`src/rtl/lane_mask_stack.sv`:
```
module lane_mask_stack #(
  parameter int LANES = 32,
  parameter int DEPTH = 8
) (
  input  logic             clk,
  input  logic             rst_n,
  input  logic [1:0]       cmd,
  input  logic [LANES-1:0] pred,
  output logic [LANES-1:0] active_mask,
  output logic             stack_empty,
  output logic             overflow,
  output logic             underflow
);
  localparam int PW = $clog2(DEPTH + 1);
  localparam int AW = (DEPTH > 1) ? $clog2(DEPTH) : 1;
  localparam logic [1:0] OP_PUSH = 2'b01;
  localparam logic [1:0] OP_FLIP = 2'b10;
  localparam logic [1:0] OP_POP  = 2'b11;

  logic [LANES-1:0] mask_q;
  logic [LANES-1:0] saved_q [DEPTH];
  logic [PW-1:0]    sp_q;
  logic             ovf_q, unf_q;

  wire full  = (sp_q == PW'(DEPTH));
  wire empty = (sp_q == '0);
  wire [PW-1:0] sp_dec = sp_q - 1'b1;
  wire [AW-1:0] wr_idx = AW'(sp_q);
  wire [AW-1:0] top_idx = AW'(sp_dec);
  wire [LANES-1:0] top_mask = empty ? {LANES{1'b1}} : saved_q[top_idx];

  wire do_push = (cmd == OP_PUSH) && !full;
  wire do_pop  = (cmd == OP_POP) && !empty;
  wire do_flip = (cmd == OP_FLIP);

  always_ff @(posedge clk) begin
    if (do_push) saved_q[wr_idx] <= mask_q;
  end

  always_ff @(posedge clk or negedge rst_n) begin
    if (!rst_n) begin
      mask_q <= '1;
      sp_q   <= '0;
      ovf_q  <= 1'b0;
      unf_q  <= 1'b0;
    end else begin
      if (do_push) begin
        mask_q <= mask_q & pred;
        sp_q   <= sp_q + 1'b1;
      end else if (do_pop) begin
        mask_q <= top_mask;
        sp_q   <= sp_dec;
      end else if (do_flip) begin
        mask_q <= top_mask & ~mask_q;
      end
      if (cmd == OP_PUSH && full) ovf_q <= 1'b1;
      if (cmd == OP_POP && empty) unf_q <= 1'b1;
    end
  end

  assign active_mask = mask_q;
  assign stack_empty = empty;
  assign overflow    = ovf_q;
  assign underflow   = unf_q;
endmodule

```
`config.mk`:
```
export PLATFORM = sky130hd
export DESIGN_NAME = lane_mask_stack
export DESIGN_NICKNAME = d
export VERILOG_FILES = /design/src/rtl/lane_mask_stack.sv
export SDC_FILE = /design/constraint.sdc
export NUM_CORES = 1
export LEC_CHECK = 0
export ABC_AREA = 1
export BUFFER_PORTS_ARGS = -buffer_cell sky130_fd_sc_hd__buf_2
export CORE_ASPECT_RATIO = 0.5
export CORE_MARGIN = 1.5
export CORE_UTILIZATION = 55
export DETAILED_ROUTE_END_ITERATION = 10
export GPL_TIMING_DRIVEN = 1
export HOLD_SLACK_MARGIN = 0.15
export PLACE_DENSITY = 0.73
export REMOVE_ABC_BUFFERS = 1
export SYNTH_ARGS = -nofsm -noshare
export SYNTH_HDL_FRONTEND = slang
export SYNTH_SLANG_ARGS = --single-unit
```
`constraint.sdc`:
```
create_clock -name clk -period 11.5 [get_ports clk]
set_input_delay 1.15 -clock clk [delete_from_list [all_inputs] [get_ports clk]]
set_output_delay 1.15 -clock clk [all_outputs]
set_load 0.005 [all_outputs]
```
Yosys cells after proc, flatten, opt, wreduce, memory -nomap -nowiden:

Memories as Yosys holds them, arrays and structs flattened.
Cells that the tools add are included.

* register bits: 38
* RAM bits: 256
* bits of input ports: 36
* logic and storage cells: 31
* memories kept: 1

* add/subtract/negate cells: 2
* eq/ne operators: 4
* multiplexer cells: 8
* bitwise operators: 3
* reductions and logical operators: 9

Memory list
* saved_q: depth 8, bits a word 32, read ports 1, clocked after memory_dff 0, wr ports 1, line 21 `logic [LANES-1:0] saved_q [DEPTH];`

Operators by type and width (count)
* two-way mux 32 bit: 4
* AND 32 bit: 2
* inverter 32 bit: 1
* two-way mux 4 bit: 2
* adder 4 x 1 -> 4 bit (second input constant): 1
* == test 2 bit (second input constant): 2
* == test 4 bit (second input constant): 1
* logical AND 1 bit: 4
* logical NOT 4 bit: 1
* subtractor 4 x 1 -> 4 bit (second input constant): 1
* nonzero test 3 bit: 1
* == test 2 x 1 -> 1 bit (second input constant): 1
* logical NOT 1 bit: 2
* two-way mux 1 bit: 2
* nonzero test 2 bit: 1

Longest topological paths before layout:

An unclocked memory read counts as a cell.

* word-level depth: 7
* gate-level depth with buffers: 14
* gate-level depth less buffers: 10

Worst setup path before layout:

OpenSTA, ideal clock, no wires.

* path kind: input to register
* from: in cmd[0]
* to: mem saved_q[6][0] (enable)
* library setup time: 0.461 ns
* arrival time: 3.903 ns
* setup slack: 7.136 ns
* stages: 7
* path buffers: 1
* path through: inv_1 nor2_2 nand2_4 inv_6 buf_6 nand2_2 nor3_1

* cells in the longest elaborated chain, start to end: 4

Ends and longest elaborated chain
* from (decl): line 7 `input logic [1:0] cmd,`
* == test 2 x 1 -> 1 bit: line 32 `wire do_push = (cmd == OP_PUSH) && !full;`
* logical AND 1 bit: line 32
* two-way mux 1 bit: line 37 `if (do_push) saved_q[wr_idx] <= mask_q;`
* two-way mux 1 bit (not written as such): line 37
* to (decl): line 21

Every way passes these cells.

Worst setup path in the final report:

* from: reg sp_q[0]
* to: out stack_empty

* cells in the longest elaborated chain, start to end: 1

Ends and longest elaborated chain
* from (decl): line 22 `logic [PW-1:0] sp_q;`
* from (signal assigned): line 49 `sp_q <= sp_q + 1'b1;`
* from (signal assigned): line 52 `sp_q <= sp_dec;`
* logical NOT 4 bit: line 26 `wire empty = (sp_q == '0);`
* to (decl): line 10 `output logic stack_empty,`

Every way passes these cells.

==> results.json <==
{
  "status": "completed",
  "diodes": 0,
  "worstReg2RegStart": "sp_q[0]$_DFFE_PN0P_",
  "setup_viol": 0,
  "cp.arrival_ns": 3.53,
  "crit_path_top_delay_cell": "dfrtp_4",
  "cts_made_buffers": 26,
  "grt.total_usage_pct": 24.88,
  "vias_per_cell": 5.742,
  "final_util_pct": 62.37,
  "wl_um": 27890,
  "crit_chain": "clkinv_2 > ha_2 > nand3_4 > inv_1 > buf_2",
  "clkPwrFrac_pct": 22.6,
  "cts_root_buf": "clkbuf_16",
  "synthCells": 1086,
  "slew-limit-headroom_pct": 16.88,
  "grt_start_max_net_pins": 86,
  "endpoint_kind": "primary output",
  "yosys_warnings": 0,
  "synth_area_per_cell_um2": 11.23,
  "ys_ff_latch": 294,
  "clkSinkCount": 294,
  "cts.repair.resized": 0,
  "ys_types": 26,
  "worstPathRequired_ns": 10.35,
  "cp_max_fo": 54,
  "fin_crit_sh_pct": 40.72,
  "p_sw_mw": 1.439,
  "start_util_pct": 56.23,
  "peakVddDrop_mv": 0.2070,
  "grt_pass1_wl_um": 43960,
  "synth_xor_area_share_pct": 0.07185,
  "seq_area_frac_synth_pct": 71.19,
  "yosysTopAreaCellShare_pct": 63.06,
  "mostFrequentLayoutCells": "nand2_1 (430), edfxtp_1 (256), nand3_1 (228)",
  "boundaryPins": 71,
  "worst_pin_slew_ns": 1.244,
  "drtPass1Iterations": 6,
  "grt_antenna_before_repair": 0,
  "p_per_area_nw_per_um2": 278.8,
  "via_count": 8320,
  "overflow": 0,
  "hp-class": "register to register",
  "synth_top_area_cell": "edfxtp_1",
  "synthToLayoutAreaGrowth_pct": 10.93,
  "core_um2": 21680,
  "hold-path-endpoint": "overflow$_DFFE_PN0P_",
  "fin_nets": 1167,
  "gp_congestion": 0.7843,
  "drtIter0Drc": 875,
  "rsz0062_at_grt": "false",
  "synthSimpleGateAreaFrac_pct": 23.71,
  "layout_commonest_cell": "nand2_1",
  "wl_per_cell_um": 19.25,
  "p_int_mw": 2.332,
  "reg2regPathDepth": 10,
  "cts.clk_slew.worst_paths_ns": 0.07,
  "drv_cap": 0,
  "synth_area_um2": 12190,
  "drc": 0,
  "fin_setup_tns_ns": 0,
  "hpwlAfterDp_um": 14000,
  "fin_area_um2": 13520,
  "drive_above_1_share_pct": 14.80,
  "fin_crit_ns": 4.683,
  "portBuffers": 70,
  "synthAdderAreaFrac_pct": 0.2053,
  "min-delay-start": "overflow$_DFFE_PN0P_",
  "p_leak_nw": 5.196,
  "clockBufferDepth": 3,
  "whs_path_depth": 2,
  "ys_top_cells_by_area": "edfxtp_1 (63%), nand2_1 (13%), nand3_1 (9.4%), dfstp_2 (6.9%), o21ai_0 (1.4%)",
  "synth_top_family_by_area": "simple AND/OR/NAND/NOR gates",
  "path_class": "register to primary output",
  "die_width_um": 213.5,
  "die-area_um2": 23120,
  "skew_ns": 0.01450,
  "hold_violations": 0,
  "htree_levels": 1,
  "timing.reg2reg.setup_slack_ns": 7.00,
  "ant_nets": 0,
  "start_kind": "register",
  "report.final.slew_viol_count": 0,
  "postCtsHoldBufs": 0,
  "cts_tree": "done",
  "worstReg2RegEnd": "active_mask[31]$_DFFE_PN1P_",
  "switching_share_pct": 38.16,
  "cts_setup_buffers": 0,
  "place_area_um2": 12700,
  "die_h_um": 108.3,
  "grt_pass1_vias": 8019,
  "placementRows": 38,
  "p_comb_share_pct": 33.3,
  "seq_power_share_pct": 44.1,
  "max_freq_mhz": 213.5,
  "clk_latency_ns": 0.53,
  "synthMuxAreaShare_pct": 0,
  "cpPeakStageDelay_ns": 0.80,
  "synth_compound_area_share_pct": 1.591
}
==> kinds of logic after synthesis <==
logic type / after synthesis
DFF: 294
xor gates and xnor gates: 1
buffers and inverters: 75
and+or+nand+nor: 677
AOI/OAI and AO/OA: 37
adders and majority gates: 2
==> worst max-delay path: cells and delay by family (launching register included) <==
kind / cells / cell delay [ns]
adder cells (fa/ha/maj): 1 / 0.55
buffers and inverters: 3 / 1.10
flip-flops: 1 / 0.80
AND/OR/NAND/NOR: 1 / 0.48
==> synth_stat cells (all sizes together) <==
| library cell | instances |
|---|---|
| a31o | 1 |
| o21ai | 34 |
| nand3 | 232 |
| o211ai | 1 |
| inv | 11 |
| nand2 | 433 |
| dfstp | 32 |
| edfxtp | 256 |
| ha | 2 |
| clkbuf | 15 |
| xor2 | 1 |
| nor3 | 1 |
| buf | 49 |
| o31ai | 1 |
| dfrtp | 6 |
| nor2 | 11 |
==> worst max-delay path by stage <==
stage                              from  cells past startpoint                          end
CTS                 sp_q[0]$_DFFE_PN0P_                      5                  stack_empty
global placement    sp_q[0]$_DFFE_PN0P_                     10  active_mask[31]$_DFFE_PN1P_
detailed placement  sp_q[0]$_DFFE_PN0P_                     10  active_mask[27]$_DFFE_PN1P_
global route        sp_q[0]$_DFFE_PN0P_                      5                  stack_empty
floorplan           sp_q[0]$_DFFE_PN0P_                      7      saved_q[6][0]$_DFFE_PP_
finish              sp_q[0]$_DFFE_PN0P_                      5                  stack_empty
==> layout make-up <==
class	instances	area (um2)
Fill cell	1657	8158
Inverter	11	47.55
Clock buffer	40	754.5
Sequential cell	294	8682
Timing Repair Buffer	79	417.9
Clock inverter	8	67.56
Multi-Input combinational cell	717	3178
Tap cell	300	375.4
==> per-stage QoR <==
stage | setup slack (ns) | std cells | hold slack [ns] | power, mW
2_1_floorplan | 3.958 | 1022 | 0.4596 | 2.470
3_3_place_gp | 7.177 | 1401 | 0.4674 | 2.889
3_5_place_dp | 7.095 | 1401 | 0.4607 | 2.926
4_1_cts | 6.860 | 1449 | 0.4821 | 3.770
5_1_grt | 6.601 | 1449 | 0.5084 | 3.990
6_report | 6.817 | 1449 | 0.4729 | 3.771
==> layer usage <==
metal  vias to the layer above  share of wire [%]  global-route usage, %
li1                       3842                  -                      -
met1                      4032                 43                  36.43
met2                       407                 46                  39.05
met3                        39                9.0                  4.734
met4                         0                1.6                  5.734
met5                         -                  0                      0
==> state kept, by name (all words and copies together), names as in the netlist <==
name         flops
active_mask     32
overflow         1
saved_q        256
sp_q             4
underflow        1
==> power by group through the flow <==
stage | sequential [mW] | combinational, mW | clock (mW)
finish | 1.66 | 1.26 | 0.852
global route | 1.69 | 1.40 | 0.895
CTS | 1.66 | 1.26 | 0.854
detailed placement | 1.68 | 1.25 | 0
global placement | 1.67 | 1.22 | 0
floorplan | 1.64 | 0.826 | 0
Note: power is estimated with default switching activity, not from simulation.
